<file path="src/rtl/nv_xfer_pkg.sv">
package nv_xfer_pkg;

    typedef enum logic [2:0] {
        ST_IDLE    = 3'd0,
        ST_ERASE   = 3'd1,
        ST_PROGRAM = 3'd2,
        ST_CLEAR   = 3'd3,
        ST_COPY    = 3'd4
    } xfer_state_e;

    function automatic int max3(input int a, input int b, input int c);
        int m;
        m = (a > b) ? a : b;
        return (m > c) ? m : c;
    endfunction

endpackage

</file>
<file path="src/rtl/nv_phase_timer.sv">
module nv_phase_timer #(
    parameter int CNT_W = 4
) (
    input  logic             clk,
    input  logic             rst_n,
    input  logic             load,
    input  logic [CNT_W-1:0] load_val,
    output logic [CNT_W-1:0] cnt,
    output logic             last
);

    always_ff @(posedge clk or negedge rst_n) begin
        if (!rst_n) begin
            cnt <= '0;
        end else if (load) begin
            cnt <= load_val;
        end else if (cnt != '0) begin
            cnt <= cnt - 1'b1;
        end
    end

    assign last = (cnt == '0);

endmodule

</file>
<file path="src/rtl/nv_word_array.sv">
module nv_word_array #(
    parameter int DATA_W = 8,
    parameter int DEPTH  = 8,
    parameter int AW     = 3
) (
    input  logic              clk,
    input  logic              rst_n,
    input  logic              clr,
    input  logic              we,
    input  logic [AW-1:0]     waddr,
    input  logic [DATA_W-1:0] wdata,
    input  logic [AW-1:0]     raddr,
    output logic [DATA_W-1:0] rdata
);

    logic [DATA_W-1:0] words [DEPTH];

    for (genvar w = 0; w < DEPTH; w++) begin : g_word
        always_ff @(posedge clk or negedge rst_n) begin
            if (!rst_n) begin
                words[w] <= '0;
            end else if (clr) begin
                words[w] <= '0;
            end else if (we && (waddr == AW'(w))) begin
                words[w] <= wdata;
            end
        end
    end

    assign rdata = words[raddr];

endmodule

</file>
<file path="src/rtl/nv_xfer_fsm.sv">
module nv_xfer_fsm
    import nv_xfer_pkg::*;
#(
    parameter int CNT_W     = 4,
    parameter int ERASE_CYC = 6,
    parameter int CLEAR_CYC = 3,
    parameter int DEPTH     = 8
) (
    input  logic             clk,
    input  logic             rst_n,
    input  logic             hw_store_req,
    input  logic             sw_store_req,
    input  logic             sw_recall_req,
    input  logic             vcc_below_reset,
    input  logic             vcc_above_switch,
    input  logic             phase_last,
    output logic             tmr_load,
    output logic [CNT_W-1:0] tmr_val,
    output logic             nv_clear,
    output logic             sram_clear,
    output logic             nv_we,
    output logic             sram_copy_we,
    output logic             busy,
    output logic             io_disable,
    output logic             done
);

    localparam logic [CNT_W-1:0] ERASE_LAST = CNT_W'(ERASE_CYC - 1);
    localparam logic [CNT_W-1:0] CLEAR_LAST = CNT_W'(CLEAR_CYC - 1);
    localparam logic [CNT_W-1:0] WORD_LAST  = CNT_W'(DEPTH - 1);

    xfer_state_e state_q, state_d;
    logic        pend_q;
    logic        done_q;
    logic        finish;
    logic        supply_ok;
    logic        pwr_go;
    logic        store_go;
    logic        recall_go;

    // Launch decisions: pending power recall wins and blocks the others.
    always_comb begin
        supply_ok = vcc_above_switch && !vcc_below_reset;
        pwr_go    = pend_q && supply_ok;
        store_go  = !pend_q && !vcc_below_reset && (hw_store_req || sw_store_req);
        recall_go = !pend_q && !vcc_below_reset && sw_recall_req;
    end

    // Next-state and phase-timer loading.
    always_comb begin
        state_d  = state_q;
        tmr_load = 1'b0;
        tmr_val  = '0;
        finish   = 1'b0;
        unique case (state_q)
            ST_IDLE: begin
                if (pwr_go) begin
                    state_d  = ST_CLEAR;
                    tmr_load = 1'b1;
                    tmr_val  = CLEAR_LAST;
                end else if (store_go) begin
                    state_d  = ST_ERASE;
                    tmr_load = 1'b1;
                    tmr_val  = ERASE_LAST;
                end else if (recall_go) begin
                    state_d  = ST_CLEAR;
                    tmr_load = 1'b1;
                    tmr_val  = CLEAR_LAST;
                end
            end
            ST_ERASE: begin
                if (phase_last) begin
                    state_d  = ST_PROGRAM;
                    tmr_load = 1'b1;
                    tmr_val  = WORD_LAST;
                end
            end
            ST_PROGRAM: begin
                if (phase_last) begin
                    state_d = ST_IDLE;
                    finish  = 1'b1;
                end
            end
            ST_CLEAR: begin
                if (phase_last) begin
                    state_d  = ST_COPY;
                    tmr_load = 1'b1;
                    tmr_val  = WORD_LAST;
                end
            end
            ST_COPY: begin
                if (phase_last) begin
                    state_d = ST_IDLE;
                    finish  = 1'b1;
                end
            end
            default: state_d = ST_IDLE;
        endcase
    end

    // State register, pending power recall flag and done pulse.
    always_ff @(posedge clk or negedge rst_n) begin
        if (!rst_n) begin
            state_q <= ST_IDLE;
            pend_q  <= 1'b1;
            done_q  <= 1'b0;
        end else begin
            state_q <= state_d;
            done_q  <= finish;
            if (vcc_below_reset) begin
                pend_q <= 1'b1;
            end else if (state_q == ST_IDLE && pwr_go) begin
                pend_q <= 1'b0;
            end
        end
    end

    // Outputs decoded from state.
    always_comb begin
        busy         = (state_q != ST_IDLE);
        io_disable   = busy || pend_q;
        nv_clear     = (state_q == ST_ERASE) && phase_last;
        sram_clear   = (state_q == ST_CLEAR) && phase_last;
        nv_we        = (state_q == ST_PROGRAM);
        sram_copy_we = (state_q == ST_COPY);
        done         = done_q;
    end

endmodule

</file>
<file path="src/rtl/nv_xfer_engine.sv">
module nv_xfer_engine
    import nv_xfer_pkg::*;
#(
    parameter int DATA_W    = 8,
    parameter int DEPTH     = 8,
    parameter int ERASE_CYC = 6,
    parameter int CLEAR_CYC = 3,
    parameter int AW        = $clog2(DEPTH)
) (
    input  logic              clk,
    input  logic              rst_n,
    input  logic              hw_store_req,
    input  logic              sw_store_req,
    input  logic              sw_recall_req,
    input  logic              vcc_below_reset,
    input  logic              vcc_above_switch,
    input  logic              host_en,
    input  logic              host_we,
    input  logic [AW-1:0]     host_addr,
    input  logic [DATA_W-1:0] host_wdata,
    output logic [DATA_W-1:0] host_rdata,
    output logic              busy,
    output logic              io_disable,
    output logic              done
);

    localparam int MAX_LEN = max3(ERASE_CYC, CLEAR_CYC, DEPTH);
    localparam int CNT_W   = $clog2(MAX_LEN + 1);

    logic              tmr_load;
    logic [CNT_W-1:0]  tmr_val;
    logic [CNT_W-1:0]  tmr_cnt;
    logic              tmr_last;
    logic              nv_clear;
    logic              sram_clear;
    logic              nv_we;
    logic              sram_copy_we;
    logic [AW-1:0]     word_idx;
    logic              host_wr_ok;
    logic              sram_we;
    logic [AW-1:0]     sram_waddr;
    logic [DATA_W-1:0] sram_wdata;
    logic [AW-1:0]     sram_raddr;
    logic [DATA_W-1:0] sram_rd;
    logic [DATA_W-1:0] nv_rd;

    nv_xfer_fsm #(
        .CNT_W     (CNT_W),
        .ERASE_CYC (ERASE_CYC),
        .CLEAR_CYC (CLEAR_CYC),
        .DEPTH     (DEPTH)
    ) u_fsm (
        .clk              (clk),
        .rst_n            (rst_n),
        .hw_store_req     (hw_store_req),
        .sw_store_req     (sw_store_req),
        .sw_recall_req    (sw_recall_req),
        .vcc_below_reset  (vcc_below_reset),
        .vcc_above_switch (vcc_above_switch),
        .phase_last       (tmr_last),
        .tmr_load         (tmr_load),
        .tmr_val          (tmr_val),
        .nv_clear         (nv_clear),
        .sram_clear       (sram_clear),
        .nv_we            (nv_we),
        .sram_copy_we     (sram_copy_we),
        .busy             (busy),
        .io_disable       (io_disable),
        .done             (done)
    );

    nv_phase_timer #(
        .CNT_W (CNT_W)
    ) u_timer (
        .clk      (clk),
        .rst_n    (rst_n),
        .load     (tmr_load),
        .load_val (tmr_val),
        .cnt      (tmr_cnt),
        .last     (tmr_last)
    );

    // Word moves walk the addresses downward with the phase counter.
    assign word_idx   = tmr_cnt[AW-1:0];
    assign host_wr_ok = host_en && host_we && !io_disable;
    assign sram_we    = sram_copy_we || host_wr_ok;
    assign sram_waddr = sram_copy_we ? word_idx : host_addr;
    assign sram_wdata = sram_copy_we ? nv_rd : host_wdata;
    assign sram_raddr = busy ? word_idx : host_addr;

    nv_word_array #(
        .DATA_W (DATA_W),
        .DEPTH  (DEPTH),
        .AW     (AW)
    ) u_sram (
        .clk   (clk),
        .rst_n (rst_n),
        .clr   (sram_clear),
        .we    (sram_we),
        .waddr (sram_waddr),
        .wdata (sram_wdata),
        .raddr (sram_raddr),
        .rdata (sram_rd)
    );

    nv_word_array #(
        .DATA_W (DATA_W),
        .DEPTH  (DEPTH),
        .AW     (AW)
    ) u_shadow (
        .clk   (clk),
        .rst_n (rst_n),
        .clr   (nv_clear),
        .we    (nv_we),
        .waddr (word_idx),
        .wdata (sram_rd),
        .raddr (word_idx),
        .rdata (nv_rd)
    );

    always_ff @(posedge clk or negedge rst_n) begin
        if (!rst_n) begin
            host_rdata <= '0;
        end else if (host_en && !host_we && !io_disable) begin
            host_rdata <= sram_rd;
        end
    end

endmodule

</file>
<file path="config.mk">
export PLATFORM = sky130hd
export DESIGN_NAME = nv_xfer_engine
export DESIGN_NICKNAME = d
export VERILOG_FILES = /design/src/rtl/nv_xfer_pkg.sv /design/src/rtl/nv_phase_timer.sv /design/src/rtl/nv_word_array.sv /design/src/rtl/nv_xfer_fsm.sv /design/src/rtl/nv_xfer_engine.sv
export SDC_FILE = /design/constraint.sdc
export NUM_CORES = 1
export LEC_CHECK = 0
export CORE_MARGIN = 4
export CORE_UTILIZATION = 66
export DETAILED_ROUTE_END_ITERATION = 10
export PLACE_DENSITY = 0.93
export SYNTH_ARGS = -nofsm -noshare
export SYNTH_HDL_FRONTEND = slang
export SYNTH_SLANG_ARGS = --single-unit
</file>
<file path="constraint.sdc">
create_clock -name clk -period 4.41 [get_ports clk]
set_input_delay 0.441 -clock clk [delete_from_list [all_inputs] [get_ports clk]]
set_output_delay 0.441 -clock clk [all_outputs]
set_load 0.02 [all_outputs]
</file>
# == Word-level counts from Yosys, hierarchy flattened ==
# Cells that the tools add are included.
# totals
ff_bits,145
input_bits,20
output_inout_bits,11
word_cells,173
# classes
n_addsub,1
magnitude_cmp,2
eq_ne,22
n_mux,63
bitwise_logic,2
n_reduce_logical,62
# ops
operator,n
$mux W8,37
$bmux W8 S3,2
$reduce_bool A2 Y1,18
$logic_and A1 B1 Y1,28
$eq A3 B3 Y1 const B,9
$mux W3,9
$eq A3 B2 Y1 const B,6
$mux W4,4
$pmux W3 S4,1
$eq A3 B1 Y1 const B,3
$logic_not A3 Y1,3
$ge A4 B4 Y1 const B,2
$not A3 Y4,2
$pmux W4 S2,1
$mux W1,7
$ne A2 B1 Y1 const B,3
$logic_not A1 Y1,4
$logic_not A4 Y1,1
$ne A4 B1 Y1 const B,1
$reduce_and A4 Y1,1
$reduce_bool A4 Y1,1
$reduce_or A2 Y1,2
$sub A4 B1 Y4 const B,1
$logic_or A1 B1 Y1,3
3 further kinds,3

# == Depth between registers and ports, before layout ==
# logic_depth
depth_word,8
depth_mapped,11
mapped_depth_nobuf,7

# == Hierarchy ==
# Synthesis repeated with hierarchy kept, for this count alone.
# hier_totals
cells_unflattened,700
hier_area_um2,7513.5
# modules_own_cells
mod,n_inst,cells_each,area_per_inst_um2,seq_area_each_um2
nv_word_array,2,301,3219.3,1601.5
nv_xfer_engine,1,34,484.2,200.2
nv_xfer_fsm,1,42,356.6,126.4
nv_phase_timer,1,22,234.0,100.1

# == Worst setup path before layout ==
# Ideal clock, no wire load.
# synth_path
path_type,flip-flop to flip-flop
startpoint,register u_timer.cnt[1]
endpoint,register u_sram.words[17] (netlist name)
setup_time_ps,125
t_arrival_ps,2491
required_time_ps,4285
slack_ps,1795
stages_incl_launch_ff,11
path_buffers,4
period_less_slack_ps,2615
path_cell_list,dfrtp_1 -> buf_4 -> buf_2 -> buf_2 -> inv_1 -> ha_1 -> nor3b_1 -> nand4b_1 -> clkbuf_1 -> nand2_1 -> mux2_2
# synth_via
elab_chain_cells,7
word_cells_on_any_way,13
cone_classes,eq/ne (1); mux (7); bitwise (1); reduce/logical (4)
# synth_lines
element,line_no,source
"start, declared",nv_phase_timer.sv:8,"output logic [CNT_W-1:0] cnt,"
"start signal, assigned",nv_phase_timer.sv:16,cnt <= load_val;
"start signal, assigned",nv_phase_timer.sv:18,cnt <= cnt - 1'b1;
$not A3 Y4 (not written as such),nv_word_array.sv:30,assign rdata = words[raddr];
$bmux W8 S3,nv_word_array.sv:30,
$mux W8 (not written as such) (2 in a row),nv_word_array.sv:30,
$mux W8,nv_xfer_engine.sv:88,assign sram_wdata = sram_copy_we ? nv_rd : host_wdata;
$mux W8,nv_word_array.sv:24,end else if (we && (waddr == AW'(w))) begin
$mux W8,nv_word_array.sv:22,end else if (clr) begin
"end signal, assigned by index",nv_word_array.sv:25,words[w] <= wdata;
"end, declared",nv_word_array.sv:16,logic [DATA_W-1:0] words [DEPTH];
# Parallel ways exist; a longest one is shown, timed or not. The select of a mux whose other input is x is not followed.
# A chain may end at the register's enable or synchronous reset.

# == Worst setup path after layout ==
# layout_path
startpoint,register u_fsm.state_q[2]
endpoint,register u_sram.words[54] (netlist name)
# layout_via
elab_chain_cells,7
word_cells_on_any_way,15
cone_classes,eq/ne (3); mux (4); reduce/logical (8)
# layout_lines
element,line_no,source
"start, declared",nv_xfer_fsm.sv:32,"xfer_state_e state_q, state_d;"
"start signal, assigned",nv_xfer_fsm.sv:108,state_q <= state_d;
"parallel branches: the longest is 7 deep, another holds $eq A3 B3 Y1",-,
# Parallel ways; which one is timed is not known. The select of a mux whose other input is x is not followed.

==> impl_metrics.ini <==
[setup_path]
cp_top_family = simple AND/OR/NAND/NOR gates
reg2reg_to = u_sram.words[54]
r2r_cells = 5
crit_slowest_cell = dfrtp_1
path_depth = 5
cp_data_arrival_time_ns = 3.57
worstPathMaxFanout = 15
cp-end-kind = flip-flop
path_buf_inv = 0
reg2reg_from = u_fsm.state_q[2]
crit_type = flip-flop to flip-flop
required_ns = 4.73
cp_cell_sequence = nor3b_4, mux2i_1, nand4_2, nand2_1, mux2_2
rrSetupSlack_ns = 1.16
crit_path_start_kind = flip-flop
max_stage_delay_ns = 0.71

[final_layout]
drive_gt1_share_pct = 18.8
antenna_cells = 0
post-route-util_pct = 75.8
fill_cells = 605
finish.net_count = 696
area_growth_pct = 12.8
final_area_um2 = 8620
final_cells = 825

[placed_design]
dpl_cell_area_um2 = 7980
port_buffers = 30
place_congestion = 0.843
post-dp-hpwl_mm = 12.7
dp.cells = 795

[clocking]
postCtsSetupBuffers = 0
cts_resized = 0
cts.sinks = 145
numCtsBuffers = 17
clk_pin_slew_worst_paths_ns = 0.06
cts-root-buf = clkbuf_16
cts_hold_buf = 0
clock_latency_ns = 0.44
cts_tree = built
cts.path.max_buffers = 2
htree_levels = 4

[pwr]
p_clk_share_pct = 22.5
cellPowerDensity_nw_per_um2 = 825
sw_frac_of_total_pct = 39.6
internal-power_mw = 4.29
p_seq_share_pct = 35.4
combPwrFrac_pct = 42.2
switchingPower_mw = 2.82
leakage_nw = 3.92
max-vdd-ir-drop_v = 0.000747
power_mw = 7.11

[sta]
setup-violations-final = 0
tns_ns = 0
rsz0062_at_grt = false
period_share_pct = 73.7
drv_slew = 0
maxSlewHeadroom_pct = 19.6
max_freq_mhz = 308
skew_ns = 0.0103
hold_viol = 0
max_slew.worst_pin.slew_ns = 1.20
layout_min_cycle_time_ns = 3.25

[global_route]
grt_overflow = 0
antenna_found_initial = 0
grt_usage_pct = 35.2
grt_pass1_wl_mm = 34.9
grt_max_degree = 110
grt_pass1_vias = 6309

[run_status]
status = completed

[logic_synthesis]
synth_fp_nets = 686
synth-edff-count = 0
async_flop_share_pct = 100
ys_top_cells_by_area = dfrtp_1, mux4_2, mux2i_1
synth_seq_area_share_pct = 47.5
netlist_area_um2 = 7640
ys_types = 54
yosys_warnings = 0
ys_ff_latch = 145
yosys.area.top_type = dfrtp_1
syn_avg_cell_area_um2 = 11.6
synth_top_area_share_pct = 47.2
syn_inst = 661
synth_ff_type = dfrtp_1

[route]
vias = 6257
drt-vias-per-instance = 7.58
dr.pass1.iters = 7
ant_nets = 0
routed_wl_mm = 22.1
drc_errors = 0
routedWlPerCell_um = 26.8
drtIter0Drc = 926

[floorplanning]
die_height_um = 116
initial_utilization_pct = 67.2
coreArea_um2 = 11400
io_pins = 31
rows = 39
die-area_um2 = 13400
die_x_um = 116

[flow_run]
max-cap-violations = 0

[min_path]
hold_class = input port to asynchronous set/reset pin
-- metal layers --
| metal | GRT usage (%) | routed length [µm] |
|---|---|---|
| met1 | 45.2 | 7670 |
| met2 | 53.9 | 10500 |
| met3 | 10.2 | 2520 |
| met4 | 20.7 | 1450 |
| met5 | 0.741 | 0 |
-- cell usage in the layout, fill, tap and decap left out, types with 7 or more instances in the layout --
cell type / instances
a21oi_1: 42
a22oi_1: 7
and3_1: 11
buf_4: 10
clkbuf_16: 17
clkdlybuf4s50_1: 29
dfrtp_1: 142
inv_1: 9
mux2_2: 25
mux2i_1: 70
mux4_2: 44
nand2_1: 97
nand3_1: 7
nor2_1: 11
o21ai_0: 76
-- Yosys cell counts, types with 2 or more instances --
library cell / number
nand4_4: 2
nand3b_1: 2
o211ai_1: 5
a211oi_1: 2
or3b_2: 2
a21o_1: 3
mux2_2: 25
ha_1: 5
nor3_1: 5
clkbuf_1: 30
nand2_1: 97
nand3_1: 7
nand2b_1: 4
inv_1: 9
dfrtp_1: 144
buf_4: 5
mux2i_1: 70
nor4_1: 3
a21oi_1: 42
o21ai_0: 76
buf_1: 2
nor3b_1: 3
and4b_1: 2
mux4_2: 44
and3_1: 11
nand4_2: 4
nor2b_1: 3
buf_2: 12
nor2_1: 11
a22oi_1: 7
-- registers in the layout (all words and copies together) (netlist names) --
signal	flops
host_rdata	8
u_fsm.done	1
u_fsm.pend_q	1
u_fsm.state_q	3
u_shadow.words	64
u_sram.words	64
u_timer.cnt	4
-- kinds of logic (layout without fill, tap and decap cells) --
group / count (synthesis) / after routing / synth area share [%]
simple gates: 168 / 168 / 11.6
xor+xnor: 2 / 2 / 0.229
compound gates: 140 / 140 / 9.98
flops: 145 / 145 / 47.5
buf+inv: 59 / 80 / 3.34
mux: 142 / 142 / 26.5
fa+ha+maj: 5 / 5 / 0.819
-- power groups by stage --
stage                     sequential [mW]  clock [mW]  combinational, mW
after floorplan                      2.29           0               2.15
after CTS                            2.47        1.59               2.93
after global routing                 2.55        1.66               3.20
after global placement               2.38           0               2.64
final                                2.52        1.60               3.00
after detailed placement             2.45           0               2.81
-- worst max path at each step --
stage / slack (ns) / endpoint / startpoint
after floorplan: 1.79 / u_sram.words[17] / u_timer.cnt[1]
after global placement: 1.20 / u_sram.words[6] / host_addr[1]
after detailed placement: 1.07 / u_shadow.words[45] / host_addr[1]
after CTS: 1.29 / u_sram.words[54] / u_fsm.state_q[2]
after global routing: 1.12 / u_sram.words[54] / u_fsm.state_q[2]
final: 1.16 / u_sram.words[54] / u_fsm.state_q[2]
-- final cells by class --
| class | count | area, µm² | share of cell area, % |
|---|---|---|---|
| clock buffer | 21 | 460 | 5.34 |
| timing repair buffer | 40 | 377 | 4.37 |
| multi-input combinational | 457 | 3750 | 43.5 |
| inverter | 10 | 37.5 | 0.436 |
| sequential | 145 | 3630 | 42.2 |
| clock inverter | 9 | 180 | 2.09 |
| tap | 143 | 179 | 2.08 |
-- per-stage QoR --
stage,hold slack (ns),setup slack (ns)
after floorplan,0.145,1.79
after global placement,0.455,1.20
after detailed placement,0.469,1.07
after CTS,0.186,1.29
after global routing,0.225,1.12
final,0.116,1.16
(Power assumes the default switching activity.)
